**config.mk**
```make
export PLATFORM = sky130hd
export DESIGN_NAME = wide_cnt_snap
export DESIGN_NICKNAME = d
export VERILOG_FILES = /design/src/rtl/wide_cnt_snap.sv
export SDC_FILE = /design/constraint.sdc
export NUM_CORES = 1
export LEC_CHECK = 0
export CAP_MARGIN = 5
export CORE_MARGIN = 1.5
export CORE_UTILIZATION = 48
export DETAILED_ROUTE_END_ITERATION = 7
export DONT_BUFFER_PORTS = 1
export GPL_ROUTABILITY_DRIVEN = 0
export SYNTH_ARGS = -nofsm -noshare
export SYNTH_HDL_FRONTEND = slang
export SYNTH_SLANG_ARGS = --single-unit
```
**constraint.sdc**
```tcl
create_clock -name clk -period 9.49 [get_ports clk]
set_input_delay 2.847 -clock clk [delete_from_list [all_inputs] [get_ports clk]]
set_output_delay 2.847 -clock clk [all_outputs]
set_load 0.02 [all_outputs]
```
**src/rtl/wide_cnt_snap.sv**
```systemverilog
module wide_cnt_snap #(
  parameter int CNT_W  = 64,
  parameter int WORD_W = 32,
  parameter int ADDR_W = 2
) (
  input  logic              clk,
  input  logic              rst_n,
  input  logic              inc_i,
  input  logic              rd_valid_i,
  input  logic [ADDR_W-1:0] rd_addr_i,
  output logic [WORD_W-1:0] rd_data_o,
  output logic              rd_data_valid_o,
  output logic              acc_strb_o,
  output logic              mod_strb_o
);
  localparam int NW = CNT_W / WORD_W;
  localparam logic [ADDR_W:0] NW_A = (ADDR_W+1)'(NW);
  localparam logic [CNT_W-1:0] CNT_MAX = '1;
  localparam logic [CNT_W-1:0] CNT_ONE = CNT_W'(1);

  logic [CNT_W-1:0]  cnt_q, snap_q;
  logic [WORD_W-1:0] word_v [NW];
  logic [WORD_W-1:0] sel_word;
  logic              sample, mapped;

  assign sample = rd_valid_i && (rd_addr_i == '0);
  assign mapped = rd_valid_i && ({1'b0, rd_addr_i} < NW_A);
  assign acc_strb_o = sample;
  assign mod_strb_o = sample;

  genvar g;
  generate
    for (g = 0; g < NW; g++) begin : g_word
      if (g == 0) begin : g_live
        assign word_v[g] = cnt_q[WORD_W-1:0];
      end else begin : g_buf
        assign word_v[g] = snap_q[g*WORD_W +: WORD_W];
      end
    end
  endgenerate

  always_comb begin
    sel_word = '0;
    for (int i = 0; i < NW; i++)
      if (rd_addr_i == ADDR_W'(i)) sel_word = word_v[i];
  end

  always_ff @(posedge clk or negedge rst_n) begin
    if (!rst_n) begin
      cnt_q <= '0;
    end else if (sample) begin
      cnt_q <= inc_i ? CNT_ONE : '0;
    end else if (inc_i && cnt_q != CNT_MAX) begin
      cnt_q <= cnt_q + CNT_ONE;
    end
  end

  always_ff @(posedge clk or negedge rst_n) begin
    if (!rst_n)      snap_q <= '0;
    else if (sample) snap_q <= cnt_q;
  end

  always_ff @(posedge clk or negedge rst_n) begin
    if (!rst_n) begin
      rd_data_o       <= '0;
      rd_data_valid_o <= 1'b0;
    end else begin
      rd_data_o       <= mapped ? sel_word : '0;
      rd_data_valid_o <= rd_valid_i;
    end
  end
endmodule

```
# Word level (Yosys, flattened, before mapping)
# Cells that the tools add are included.
# word_totals
ff_bits	161
in_bits	6
# classes
n_addsub	1
n_reduce_logical	5
n_eq_ne	2
mux	6
n_lt_le_gt_ge	1
# ops
operator	count
two-way mux 64 bit	2
two-way mux 32 bit	3
adder 64 x 1 -> 64 bit (second input constant)	1
inequality test 64 bit (second input constant)	1
logical AND 1 bit	3
equality test 2 x 1 -> 1 bit (second input constant)	1
zero test 2 bit	1
less-than comparator 2 bit (second input constant)	1
nonzero test 2 bit	1
two-way mux 1 bit	1

# Depth between registers and ports, before layout
# logic_depth
ltp_word	4
depth_mapped	9
depth_no_buf	7

# Worst setup path before layout
# OpenSTA, ideal clock, no wires.
# synth_path
path_type	input port to output port
from	in rd_addr_i[1]
to	out mod_strb_o
slack_ns	2.186
arrival_time_ns	4.457
cell_stages	7
required_time_ns	6.643
path_cell_list	nand2b_1 -> clkbuf_1 -> or2_2 -> inv_2 -> clkbuf_1 -> clkbuf_1 -> buf_4
# synth_between
elab_chain_cells	2
# synth_lines
item	line	text
from (decl)	10	input logic [ADDR_W-1:0] rd_addr_i,
zero test 2 bit	26	assign sample = rd_valid_i && (rd_addr_i == '0);
logical AND 1 bit	26	
to (decl)	14	output logic mod_strb_o
# Every way passes these cells.

# Worst setup path in the final report
# Same ends and word-level chain as after synthesis.

==> impl_summary.txt <==
----------------------------------------------------
[Run status]
  Outcome ... complete, no violations

[Critical path]
  Arrival time at the worst endpoint ... about 4.6 ns
  Depth of the most critical reg-to-reg path ... 7
  Reg-to-reg startpoint ... cnt_q[0]$_DFFE_PN0P_
  Worst reg2reg endpoint ... cnt_q[21]$_DFFE_PN0P_
  Endpoint kind of the worst setup timing path ... output port
  CP Max Fanout ... 49
  WP buf/inv ... 2
  CP required ... 6.64 ns
  Launch point of the worst path ... rd_addr_i[1]
  Critical path type ... input pin to output port
  Worst reg-to-reg setup slack ... 6.31 ns
  Critical path startpoint category ... input pin
  Family with the most delay on the worst path ... simple AND/OR/NAND/NOR gates
  CP max-delay cell ... or2_2
  Largest stage delay on the critical path ... 0.81 ns
  Sequence of cells on the critical path ... nand2b_1 > buf_4 > or2_2 > inv_2

[Timing]
  Final period utilization ... 0.784
  Measured slew at the worst slew-check pin ... 0.951 ns
  Clock skew ... 0.0134 ns
  Total negative slack for setup checks ... 0 ns
  Hold violation total from the final report ... 0
  Number of pins exceeding their max-slew limit in the final report ... 0
  Setup slack after layout ... 2.05 ns
  Headroom to the max-slew limit ... 0.366
  Clock period minus worst slack ... approximately 7.4 ns
  Setup violations, final ... 0
  Unrepaired setup endpoints after global routing ... no
  Max frequency ... 134 MHz

[Yosys]
  Leading cell types by total area after synthesis ... dfrtp_1 52%, nand2_1 8.3%, mux2i_1 5.2%
  Warning count from the yosys run ... 0
  Net count after synthesis ... 655
  Sequential-to-total area share from yosys stat ... 0.522
  Count of mapped cells out of synthesis ... roughly 650
  Library cell with the largest summed area after synthesis ... dfrtp_1
  Area share of the leading cell type in the synthesized netlist ... 0.522
  Count of cell types in the netlist ... 50
  Syn avg cell area ... 9.54 um2
  Netlist Area Pre-Place ... 6180 um2
  Post-synthesis sequential element count ... about 130

[Layout]
  Most used cells in the layout excluding fill and tap cells ... 136 x nand2_1, 129 x dfrtp_1, 61 x nor2_1, 33 x a21oi_1, 32 x mux2i_1
  Signed area change from the synthesized netlist to the final layout ... 10.8%
  Post-route design area ... 6850 um2
  Multi-input gate area in the final layout ... 2780 um2
  Number of antenna diodes ... 0
  Final Non-Filler Cells ... 820
  Fill cell total of the finished layout ... 1,187
  Commonest non-fill, non-tap cell in the layout ... nand2_1
  Register area ... ~3200 um2
  Proportion of layout cells with a drive suffix above 1 ... 0.0787
  Total number of nets in the final design ... 642

[Routing]
  Number of iterations in the first detailed-routing pass ... 5
  Drt wl/cell ... roughly 18 um
  Mean number of vias per cell ... 5.88
  Vias after detailed routing ... roughly 4,800
  Residual antenna-violating net count after detailed routing ... 0
  Wire length reported by the detailed router ... 14,900 um
  DR DRC count ... 0
  Iteration-0 DRC Markers ... ~450

[Min path]
  Worst Hold Path Cells ... 2
  Start point of the worst min-delay path ... snap_q[63]$_DFFE_PN0P_
  Type of the worst min-delay path ... flip-flop to flip-flop
  Destination of the worst hold path ... snap_q[63]$_DFFE_PN0P_

[Global route]
  Via count of the first global-routing pass ... 4,622
  Number of antenna violations at the first check in global routing ... 0
  Overall track demand over capacity in global routing ... 0.242
  Sum of overflow across all layers after global routing ... 0
  Largest net degree at the start of global routing ... 130
  First-pass GRT wire length ... 24,700 um

[Placed design]
  Worst setup timing slack at the placement stage ... about 2.1 ns
  Dpl cell area ... 6260 um2
  Final HPWL DP ... 9600 um
  Quantity of I/O buffers inserted on ports ... 0
  Dpl cells ... just under 800

[Power]
  Switching portion of total power ... 0.214
  Power density relative to cell area ... roughly 180 nW/um2
  Largest vdd supply drop ... 85.1 uV
  Combinational group share of total power ... 0.024
  Static power due to leakage ... 3.12 nW
  Internal portion of total power ... 0.000978 W
  Proportion of power drawn by flip-flops and latches ... 0.457
  Switching Power ... 0.000266 W
  Clock group share of total power ... 0.518

[Clocking]
  Maximum level of the CTS H-tree ... 4
  Buffer type at the clock tree root ... clkbuf_16
  Hold_buf cts ... 0
  Number of setup buffers added after CTS ... 0
  Clk Latency, worst-skew pair ... 0.43 ns
  CTS buffer count ... 17
  Clock slew at the register clock pins of the worst setup and hold paths ... 0.06 ns
  TritonCTS clock tree ... yes
  Number of instances resized during post-cts repair ... 0
  Maximum count of clock buffers along a single path ... 2
  Clk sinks ... 129

[Floorplanning]
  Die Outline Area ... 13,600 um2
  Chip Height ... between 100 and 150 um
  Core outline area ... 12,600 um2
  Row count ... 41
  Die outline width ... 117 um
  Top-level port count ... 41
  Initial standard-cell utilization of the core ... 0.490

[Run]
  Max Cap Viol ... 0

----------------------------------------------------
## state kept, by name (all words and copies together) (netlist names)
| name | count |
|---|---|
| snap_q | 32 |
| rd_data_valid_o | 1 |
| cnt_q | 64 |
| rd_data_o | 32 |
## cells by family (layout without fill, tap and decap cells)
group | after synthesis | in the layout | synth area share
AO/OA/AOI/OAI | 101 | 101 | 0.106
AND/OR/NAND/NOR | 328 | 328 | 0.264
adder cells (fa/ha/maj) | 1 | 1 | 0.00202
multiplexers | 32 | 32 | 0.0518
buffers and inverters | 39 | 39 | 0.0281
XOR/XNOR | 18 | 18 | 0.0255
flip-flops | 129 | 129 | 0.522
## through the flow
step | hold slack (ns) | utilization | power (W)
3_5_place_dp | 0.470 | 0.496 | 0.000609
4_1_cts | 0.484 | 0.543 | 0.00125
6_report | 0.479 | 0.543 | 0.00124
3_3_place_gp | 0.458 | 0.496 | 0.000607
2_1_floorplan | 0.446 | - | 0.000605
5_1_grt | 0.504 | 0.543 | 0.00128
## cell usage after synthesis, drive strengths merged
| library cell | number |
|---|---|
| a21oi | 33 |
| a31o | 1 |
| a31oi | 2 |
| a41o | 2 |
| and2 | 8 |
| and3 | 12 |
| and4 | 7 |
| buf | 12 |
| clkbuf | 22 |
| dfrtp | 129 |
| ha | 1 |
| inv | 5 |
| mux2i | 32 |
| nand2 | 136 |
| nand2b | 2 |
| nand3 | 28 |
| nand4 | 17 |
| nand4b | 1 |
| nor2 | 61 |
| nor3 | 7 |
| nor3b | 1 |
| nor4 | 8 |
| o2111ai | 6 |
| o211ai | 13 |
| o21a | 4 |
| o21ai | 30 |
| o31a | 3 |
| o31ai | 7 |
| or2 | 1 |
| or3 | 27 |
| or4 | 12 |
| xnor2 | 1 |
| xor2 | 17 |
## tightest hold or removal path: cells and delay by family (launching register included)
kind / cells / cell delay (ns)
flip-flops: 1 / 0.34
AND/OR/NAND/NOR: 2 / 0.10
## how the worst max path moves through the flow
stage / end / slack (ns) / depth (start not counted)
global placement: acc_strb_o / 2.10 / 4
global route: acc_strb_o / 1.89 / 4
floorplan: mod_strb_o / 2.19 / 7
detailed placement: acc_strb_o / 2.07 / 4
finish: mod_strb_o / 2.05 / 4
CTS: acc_strb_o / 2.06 / 4
## final cells by class
class	count	share of cell area
sequential	129	0.471
inverter	5	0.00274
tap	172	0.0314
clock inverter	11	0.0161
clock buffer	21	0.0701
timing repair buffer	2	0.00219
multi-input combinational	480	0.406
## power groups by stage
stage | combinational (W) | clock [W] | sequential, W
final | 0.0000304 | 0.000645 | 0.000569
after global routing | 0.0000341 | 0.000679 | 0.000570
after CTS | 0.0000306 | 0.000655 | 0.000569
after detailed placement | 0.0000305 | 0 | 0.000578
after global placement | 0.0000292 | 0 | 0.000578
after floorplan | 0.0000295 | 0 | 0.000576
## metal layers
layer	global-route usage	up-vias	part of all wire
met3	0.0586	24	0.055
met5	0	-	0
met2	0.353	151	0.45
met4	0.0894	0	0.017
li1	-	2273	-
met1	0.350	2377	0.48
Note: power is estimated with default switching activity, not from simulation.
